===== config.mk =====
export PLATFORM = sky130hd
export DESIGN_NAME = printer_timer
export DESIGN_NICKNAME = d
export VERILOG_FILES = /design/src/rtl/printer_pkg.sv /design/src/rtl/printer_timer.sv
export SDC_FILE = /design/constraint.sdc
export NUM_CORES = 1
export LEC_CHECK = 0
export BUFFER_PORTS_ARGS = -buffer_cell sky130_fd_sc_hd__buf_2
export CORE_AREA = 5 5 42 44
export DETAILED_ROUTE_END_ITERATION = 8
export DIE_AREA = 0 0 47 49
export GPL_TIMING_DRIVEN = 0
export SETUP_SLACK_MARGIN = 0.5
export SYNTH_ARGS = -nofsm -noshare
export SYNTH_HDL_FRONTEND = slang
export SYNTH_SLANG_ARGS = --single-unit

===== constraint.sdc =====
create_clock -name clk -period 1.1 [get_ports clk]
set_input_delay 0.055 -clock clk [delete_from_list [all_inputs] [get_ports clk]]
set_output_delay 0.055 -clock clk [all_outputs]
set_load 0.005 [all_outputs]

===== src/rtl/printer_pkg.sv =====
package printer_pkg;

    typedef enum logic [0:0] {
        PR_IDLE = 1'b0,
        PR_BUSY = 1'b1
    } pr_state_e;

    typedef struct packed {
        logic busy;
        logic done;
    } pr_timer_t;

    function automatic int unsigned pr_cnt_width(input int unsigned cycles);
        return (cycles <= 1) ? 1 : $clog2(cycles);
    endfunction

endpackage


===== src/rtl/printer_timer.sv =====
module printer_timer
    import printer_pkg::*;
#(
    parameter int unsigned PRINT_CYCLES = 8,
    parameter int unsigned CNT_W        = 3
) (
    input  logic      clk,
    input  logic      rst,
    input  logic      start,
    output pr_timer_t stat
);
    localparam logic [CNT_W-1:0] LOAD = CNT_W'(PRINT_CYCLES - 1);

    pr_state_e        state;
    logic [CNT_W-1:0] cnt;

    always_ff @(posedge clk) begin
        if (rst) begin
            state <= PR_IDLE;
            cnt   <= '0;
        end else begin
            case (state)
                PR_IDLE: begin
                    if (start) begin
                        state <= PR_BUSY;
                        cnt   <= LOAD;
                    end
                end
                PR_BUSY: begin
                    if (cnt == '0) begin
                        state <= PR_IDLE;
                    end else begin
                        cnt <= cnt - 1'b1;
                    end
                end
                default: state <= PR_IDLE;
            endcase
        end
    end

    always_comb begin
        stat.busy = (state == PR_BUSY);
        stat.done = (state == PR_BUSY) && (cnt == '0);
    end
endmodule


==> results of run 1 <==
layer usage:
layer | routed length (um) | share of wire (%) | vias up | global-route usage, %
met2 | 205 | 45 | 4 | 5.430
li1 | - | - | 99 | -
met4 | 0 | 0 | 0 | 5.530
met5 | 0 | 0 | - | 0
met3 | 37 | 8.1 | 0 | 2.214
met1 | 214 | 47 | 86 | 6.140
cell usage in the layout (no fill, tap or decap), types with 2 or more instances in the layout:
master	count
dfxtp_2	2
nand2_1	2
buf_6	2
buf_2	3
a21oi_2	3
clkbuf_4	3
buf_4	4
area by class of cell:
class	instances	area, um^2
plain buffers	1	11.26
repair buffers	8	56.30
flip-flops and latches	4	86.33
well taps	16	20.02
fillers	155	1055
multi-input cells	14	136.4
inverters	3	13.76
clock buffers	3	22.52
worst paths after layout:
check | from | endpoint | slack (ns) | depth (start not counted)
setup / recovery | cnt[0]$_SDFFE_PP0P_ | stat[0] | 0.0005 | 4
hold / removal | rst | cnt[2]$_SDFFE_PP0P_ | 0.03 | 2
setup reg to reg | cnt[0]$_SDFFE_PP0P_ | cnt[2]$_SDFFE_PP0P_ | 0.03 | 5
hold reg to reg | cnt[1]$_SDFFE_PP0P_ | cnt[1]$_SDFFE_PP0P_ | 0.47 | 2
power by group:
group | leakage [nW] | switching (mW) | internal [mW]
clock | 0.0138 | 0.0579 | 0.122
sequential | 0.0344 | 0.0150 | 0.166
combinational | 0.105 | 0.0618 | 0.0801
total | 0.153 | 0.135 | 0.368
timing repair:
action,CTS,global route
buffers inserted,3,1
pin swaps,4,1
setup endpoints to repair,6,6
gates resized for setup,6,2
through the flow:
stage,hold WS [ns],setup TNS (ns)
3_3_place_gp,0.2710,0
4_1_cts,0.02595,-0.03303
2_1_floorplan,0.1174,0
6_report,0.03461,0
3_5_place_dp,0.2726,-0.01210
5_1_grt,0.03261,-0.07354
registers in the layout, summed over array words and instances (netlist names):
name,count
state,1
cnt,3
cells by family (layout without fill, tap and decap cells):
group	Yosys count	after routing	share of synthesized area [%]
buffers and inverters	4	15	9.203
AO/OA/AOI/OAI	7	7	26.38
adder cells (fa/ha/maj)	2	2	12.27
flip-flops	4	4	39.27
AND/OR/NAND/NOR	5	5	12.89
==> run metrics, run 1 <==
Placement Cell Area 269.0 um^2; I/O Pins 5; Tot Pwr 502.3 uW; Synth area leaders dfxtp_1, ha_1, inv_1; flop and latch count out of synthesis 4; Synth async-reset ratio 0%; Req. time, crit path 1.04 ns; Max Cap Viol 0; Num CTS Buffers 3; drt via density 3.857; Crit-path slowest cell dfxtp_2; leading area contributor after synthesis dfxtp_1; # nets final 40; clock buffer depth 2; syn nets 27; Site Rows 14; share of layout cells above drive strength 1 69.70%; DP Worst Slack -0.01210 ns; Clock Pin Slew Worst Setup and Hold Paths 0.04 ns; via count 189; Placer Congestion 0.6424; utilization after layout 24.73%; Die Wd 47 um; antenna diode count 0; Post-synth EDFFs 0; Slew headroom 89.61%; Avg WL per Cell 9.327 um; DIE HEIGHT 49 um; final setup fails 0; clk sinks 4; global-route wire length before repair 752 um; H-tree levels 1; Inst Count DP 42; Core ar. 1401 um^2; outcome finished, final reports clean; total global routing overflow 0; worst setup path category flop to output pin; worst vdd ir 0.0004500 V; final worst setup slack 0.0004655 ns; synth unique cells 14; GRT Resource Usage Total 4.926%; fin area 346.6 um^2; Hold Violations, Final 0; Post-DRT Antenna Nets 0; WP buf/inv 2; Total Wirelength 457 um; fmax 0.9095 GHz; Mapped Area 203.9 um^2; yosys warns 0; clock root buffer clkbuf_4; Worst-Skew Late Latency 0.23 ns; largest net degree at the start of global routing 6; Layout Skew 0.002137 ns; CP Cell Sequence inv_2, ha_4, and3b_1, buf_2; CP delay by family, top flip-flops; DRC violations left 0; vias in the first global route 192; Avg Inst Size Synth 9.270 um^2; most frequent cell after synthesis dfxtp_1; area delta synth->final 69.94%; CTS tree built; initial core utilization 14.55%; leak pwr 0.1528 nW; Final min period 1.100 ns; Hold-fix buffers, CTS 0; full die area 2303 um^2; RSZ-0062 raised after global routing true; top cell type's share of synthesized area 39.26%; Slew @ Worst Pin 0.1555 ns; CP max stage delay 0.32 ns; Final Non-Filler Cells 49; worst min path class input pin to flop; IO buf count 4; critical path peak fanout 3; Slew Viols, Final 0; pwr dens 1449 nW/um^2; Final Cycle Share 99.96%; CP Capture Type output pin; Seq/Total Area, Yosys 39.26%; First-pass DRT Iterations 1; WP data arrival 1.04 ns; Post-synth top cells dfxtp_1, inv_1, a21oi_1, ha_1, nand2_1; Gate Count Post-Synth 22; Worst setup SP type flop; first-iteration detailed-routing DRC count 0; ys flop type dfxtp_1; antenna violations before repair 0
(Power assumes the default switching activity.)
==> run 2, diff against run 1 <==
- GPL_TIMING_DRIVEN: 0 -> 1
==> run 2 against run 1 <==
  * The flow now finishes with violations (negative setup slack)
  * Setup slack lost 0.010 ns
  * Global-route usage grew 0.21 points
  * Non-clock buffer count shrank 3
  * Register-to-register slack lost 0.03 ns
  * Total power shrank 4.8%
  * Clock skew shrank 0.00089 ns
  * Core utilization shrank 2.4 points
  * Largest cell class unchanged
==> run metrics, run 2 (same netlist as run 1, synthesis figures left out) <==
outcome finished with violations; failing checks negative setup slack; highest routed layer met4; Worst-Skew Late Latency 0.23 ns (about the same); Post-DRT Antenna Nets 0 (unchanged); reg2reg end cnt[2]$_SDFFE_PP0P_; Hold-fix buffers, CTS 0 (unchanged); Hold Violations, Final 0 (unchanged); Largest Register cnt; Reg2Reg Depth 5 (unchanged); leak pwr 0.1355 nW (-11%); final setup fails 1 (+1); pwr dens 1528 nW/um^2 (+5.4%); global-route wire length before repair 731 um (-2.8%); full die area 2303 um^2 (unchanged); Core ar. 1401 um^2 (unchanged); first-iteration detailed-routing DRC count 1 (+1); IO buf count 4 (unchanged); fin area 312.8 um^2 (-9.7%); Placer Congestion 0.6787 (+5.7%); fmax 0.9013 GHz (-0.90%); hold path depth 2 (unchanged); RSZ-0062 raised after global routing true; most frequent cells in the layout buf_2, clkbuf_4, dfxtp_2; Clock Pin Slew Worst Setup and Hold Paths 0.04 ns (about the same); H-tree levels 1 (unchanged); Largest regs cnt: 3 flops, state: 1 flops; metal3 WL 40 um (+8.1%); Avg WL per Cell 9.152 um (-1.9%); most common library cell in the layout ignoring fill and taps buf_2; reg-to-reg slack, setup 0 ns (-0.03 ns); clock root buffer clkbuf_4; Num CTS Buffers 3 (unchanged); worst vdd ir 0.0003224 V (-28%); share of layout cells above drive strength 1 66.67% (-3.0 points); WP data arrival 1.05 ns (about the same); met2 WL 181 um (-12%); via count 186 (-1.6%); total global routing overflow 0 (unchanged); Slew @ Worst Pin 0.1582 ns (+0.002753 ns); Slew Viols, Final 0 (unchanged); initial core utilization 14.55% (unchanged); CTS tree built; antenna diode count 0 (unchanged); vias in the first global route 190 (-1.0%); I/O Pins 5 (unchanged); CP Cell Sequence inv_4, ha_4, and3b_1, buf_2; Final min period 1.110 ns (+0.01001 ns); DIE HEIGHT 49 um (unchanged); drt via density 4.043 (+4.8%); Slew headroom 89.42% (-0.18 points); CP Launch Point cnt[0]$_SDFFE_PP0P_; CP Capture Type output pin; First-pass DRT Iterations 2 (+1); Site Rows 14 (unchanged); Req. time, crit path 1.04 ns (about the same); Total Wirelength 421 um (-7.9%); Final Cycle Share 100.9% (+0.91 points); clk sinks 4 (unchanged); Placement Cell Area 269.0 um^2 (unchanged); Worst setup SP type flop; hold_ws 0.04635 ns (+0.01174 ns); worst min path class input pin to flop; Die Wd 47 um (unchanged); GRT Resource Usage Total 5.141% (+0.21 points); worst setup path category flop to output pin; critical path peak fanout 3 (unchanged); Critical Path End stat[0]; utilization after layout 22.32% (-2.4 points); final worst setup slack -0.009545 ns (-0.01001 ns); clock buffer depth 2 (unchanged); Largest register FFs 3 (unchanged); Crit-path slowest cell dfxtp_2; CP max stage delay 0.34 ns (+0.02 ns); area delta synth->final 53.37%; met1 wire length 186 um (-13%); DP Worst Slack -0.02261 ns (-0.01051 ns); antenna violations before repair 0 (unchanged); Max Cap Viol 0 (unchanged); RR Startpoint cnt[0]$_SDFFE_PP0P_; DRC violations left 0 (unchanged); # nets final 37 (-7.5%); largest net degree at the start of global routing 5 (-1); Layout Skew 0.001243 ns (-0.0008944 ns); Tot Pwr 478.0 uW (-4.8%)
-- run 2: cell count changes in the layout (fill, tap and decap cells not counted), sizes merged --
cell  previous run  this run
buf              9         6
-- run 2: per-layer routing --
metal	global-route usage, %	vias up
met4	6.912	0
met3	3.321	2
met5	0	-
met2	6.109	4
li1	-	93
met1	4.835	87
-- run 2: area by class of cell --
cell class / count / area (um^2)
clock buffer: 3 / 22.52
fill: 160 / 1089
inverter: 3 / 16.27
multi-input combinational: 14 / 135.1
sequential: 4 / 83.83
tap: 16 / 20.02
timing repair buffer: 6 / 35.03
-- run 2: worst min path at each step --
stage	start	endpoint	slack, ns
finish	rst	state$_SDFF_PP0_	0.05
global route	rst	cnt[2]$_SDFFE_PP0P_	0.04
CTS	rst	cnt[2]$_SDFFE_PP0P_	0.03
detailed placement	rst	cnt[2]$_SDFFE_PP0P_	0.27
global placement	rst	cnt[2]$_SDFFE_PP0P_	0.27
floorplan	rst	cnt[2]$_SDFFE_PP0P_	0.12
-- run 2: worst max-delay path, delay by kind of cell, from the launching register on --
kind | cells | cell delay (ns)
buffers and inverters | 2 | 0.17
AND/OR/NAND/NOR | 1 | 0.16
flip-flops | 1 | 0.34
adder cells (fa/ha/maj) | 1 | 0.15
-- run 2: per-stage QoR --
step | cells | setup TNS (ns)
2_1_floorplan | 22 | 0
3_3_place_gp | 42 | 0
3_5_place_dp | 42 | -0.02261
4_1_cts | 46 | -0.01054
5_1_grt | 46 | -0.2130
6_report | 46 | -0.009545
-- run 2: report_power, final --
group	total (mW)	switching (mW)	internal, mW
registers	0.182	0.0153	0.166
clock network	0.176	0.0540	0.122
logic	0.121	0.0581	0.0625
total	0.478	0.127	0.351
-- run 2: timing repair --
action	CTS	global route
pin swaps	3	4
setup buffers	1	0
gates resized for setup	3	3
setup endpoints to repair	6	6
==> run 3, diff against run 2 <==
- REMOVE_ABC_BUFFERS: unset -> 1
==> run 3 against run 2 <==
  * Hold slack got worse by 0.0057 ns
  * Sequential cell count is the same
  * Sequential share of layout area fell by 3.0 points
  * Combinational power rose by 28%
  * The run still ends with negative setup slack left
  * Highest routed layer is now met3
==> run metrics, run 3 (same netlist as run 1, synthesis figures left out) <==
Worst setup SP type flop; Gate power share 30.3% (+5.1 points); Layout Skew 0.005418 ns (+0.004175 ns); critical path peak fanout 3 (unchanged); Pint 372.4 uW (+6.2%); Final Cycle Share 102.2% (+1.3 points); RSZ-0062 raised after global routing true; CP max stage delay 0.34 ns (about the same); utilization after layout 25.09% (+2.8 points); clk sinks 4 (unchanged); Largest register FFs 3 (unchanged); H-tree levels 1 (unchanged); pwr dens 1455 nW/um^2 (-4.8%); via count 190 (+2.2%); hold path depth 2 (unchanged); area delta synth->final 72.39%; leak pwr 0.1480 nW (+9.2%); Worst-Skew Late Latency 0.23 ns (about the same); Core ar. 1401 um^2 (unchanged); HP Start rst; RR Startpoint cnt[0]$_SDFFE_PP0P_; Avg WL per Cell 9.938 um (+8.6%); Final Non-Filler Cells 48 (+4.3%); clock buffer depth 2 (unchanged); Slew Viols, Final 0 (unchanged); WP data arrival 1.07 ns (+0.02 ns); Tot Pwr 511.5 uW (+7.0%); worst setup path category flop to output pin; Slew @ Worst Pin 0.1447 ns (-0.01347 ns); switching share of total power 27.20% (+0.55 points); GRT Resource Usage Total 4.648% (-0.49 points); worst vdd ir 0.0003515 V (+9.0%); CTS tree built; Req. time, crit path 1.04 ns (about the same); antenna diode count 0 (unchanged); Max Cap Viol 0 (unchanged); total global routing overflow 0 (unchanged); Hold Violations, Final 0 (unchanged); Site Rows 14 (unchanged); global-route wire length before repair 703 um (-3.8%); share of layout cells above drive strength 1 71.88% (+5.2 points); reg-to-reg slack, setup 0.01 ns (about the same); CP Capture Type output pin; vias in the first global route 170 (-11%); Die Wd 47 um (unchanged); hold endpoint cnt[2]$_SDFFE_PP0P_; Total Wirelength 477 um (+13%); initial core utilization 14.55% (unchanged); worst min path class input pin to flop; first-iteration detailed-routing DRC count 3 (+2); IO buf count 4 (unchanged); Placer Congestion 0.7295 (+7.5%); final worst setup slack -0.02376 ns (-0.01421 ns); final setup fails 1 (unchanged); outcome finished with violations; # nets final 39 (+5.4%); full die area 2303 um^2 (unchanged); fmax 0.8899 GHz (-1.3%); I/O Pins 5 (unchanged); DRC violations left 0 (unchanged); DIE HEIGHT 49 um (unchanged); Reg2Reg Depth 5 (unchanged); reg2reg end cnt[0]$_SDFFE_PP0P_; Fill cells 155 (-3.1%); most frequent cells in the layout a21oi_2, clkbuf_4, dfxtp_2, buf_2, buf_4; Final min period 1.124 ns (+0.01421 ns); First-pass DRT Iterations 4 (+2); Reg power frac 35.4% (-2.6 points); failing checks negative setup slack; Slew headroom 90.33% (+0.90 points); Inst Count DP 43 (+2.4%); CP Cell Sequence inv_4, ha_4, and3b_1, buf_2; switching pwr 139.2 uW (+9.2%); Clock Pin Slew Worst Setup and Hold Paths 0.03 ns (about the same); hold_ws 0.04064 ns (-0.005710 ns); clock root buffer clkbuf_4; largest net degree at the start of global routing 6 (+1); Num CTS Buffers 3 (unchanged); antenna violations before repair 0 (unchanged); Post-DRT Antenna Nets 0 (unchanged); Largest Register cnt; Detail Placement HPWL 322.8 um; Crit-path slowest cell dfxtp_2; Clock power frac 34.2% (-2.6 points); drt via density 3.958 (-2.1%); Largest regs cnt: 3 flops, state: 1 flops
run 3: changes by cell type in the layout (fill, tap and decap cells not counted), sizes merged:
cell,before,now
buf,6,8
run 3: how the worst max path moves through the flow:
stage / from / to / slack (ns) / cells past startpoint
global route: cnt[0]$_SDFFE_PP0P_ / stat[0] / -0.07 / 4
detailed placement: cnt[0]$_SDFFE_PP0P_ / cnt[0]$_SDFFE_PP0P_ / -0.15 / 5
floorplan: cnt[0]$_SDFFE_PP0P_ / cnt[0]$_SDFFE_PP0P_ / -0.04 / 5
global placement: cnt[0]$_SDFFE_PP0P_ / cnt[1]$_SDFFE_PP0P_ / -0.10 / 5
finish: cnt[0]$_SDFFE_PP0P_ / stat[0] / -0.02 / 4
CTS: cnt[0]$_SDFFE_PP0P_ / stat[0] / -0.02 / 4
run 3: layout make-up:
cell class | instances | area [um^2] | share of cell area, %
timing repair buffer | 8 | 60.06 | 17.08
multi-input combinational | 14 | 148.9 | 42.35
clock buffer | 3 | 22.52 | 6.406
inverter | 3 | 16.27 | 4.626
sequential | 4 | 83.83 | 23.84
tap | 16 | 20.02 | 5.694
run 3: power groups by stage:
stage	Combinational, mW	Clock (mW)	Sequential, mW
detailed placement	0.0955	0	0.174
global placement	0.0965	0	0.174
floorplan	0.0569	0	0.175
CTS	0.136	0.185	0.176
global route	0.167	0.198	0.184
finish	0.155	0.175	0.181
run 3: worst max-delay path, delay by kind of cell (launching register included):
| kind | cells | cell delay (ns) |
|---|---|---|
| adders and majority gates | 1 | 0.16 |
| buffers and inverters | 2 | 0.18 |
| DFF | 1 | 0.34 |
| and+or+nand+nor | 1 | 0.16 |
run 3: routing by layer:
| layer | global-route usage [%] | routed length, um | vias to the layer above |
|---|---|---|---|
| met3 | 3.321 | 41 | 0 |
| met4 | 4.147 | 0 | 0 |
| met1 | 4.835 | 203 | 88 |
| met2 | 5.882 | 232 | 4 |
| li1 | - | - | 98 |
| met5 | 0 | 0 | - |
run 3: stage by stage:
| step | setup TNS (ns) | setup WS (ns) | area (um^2) |
|---|---|---|---|
| 5_1_grt | -0.2017 | -0.06947 | 351.6 |
| 3_5_place_dp | -0.4031 | -0.1464 | 251.5 |
| 2_1_floorplan | -0.07809 | -0.03905 | 196.4 |
| 6_report | -0.02376 | -0.02376 | 351.6 |
| 3_3_place_gp | -0.2880 | -0.1039 | 251.5 |
| 4_1_cts | -0.02152 | -0.01767 | 325.3 |
run 3: repair_timing:
| item | 4_1_cts | 5_1_grt |
|---|---|---|
| setup endpoints to repair | 6 | 6 |
| pin swaps | 4 | 0 |
| buffers inserted | 1 | 1 |
| resized for setup | 12 | 5 |
| cloned | 0 | 0 |
| hold buffers | 0 | 0 |
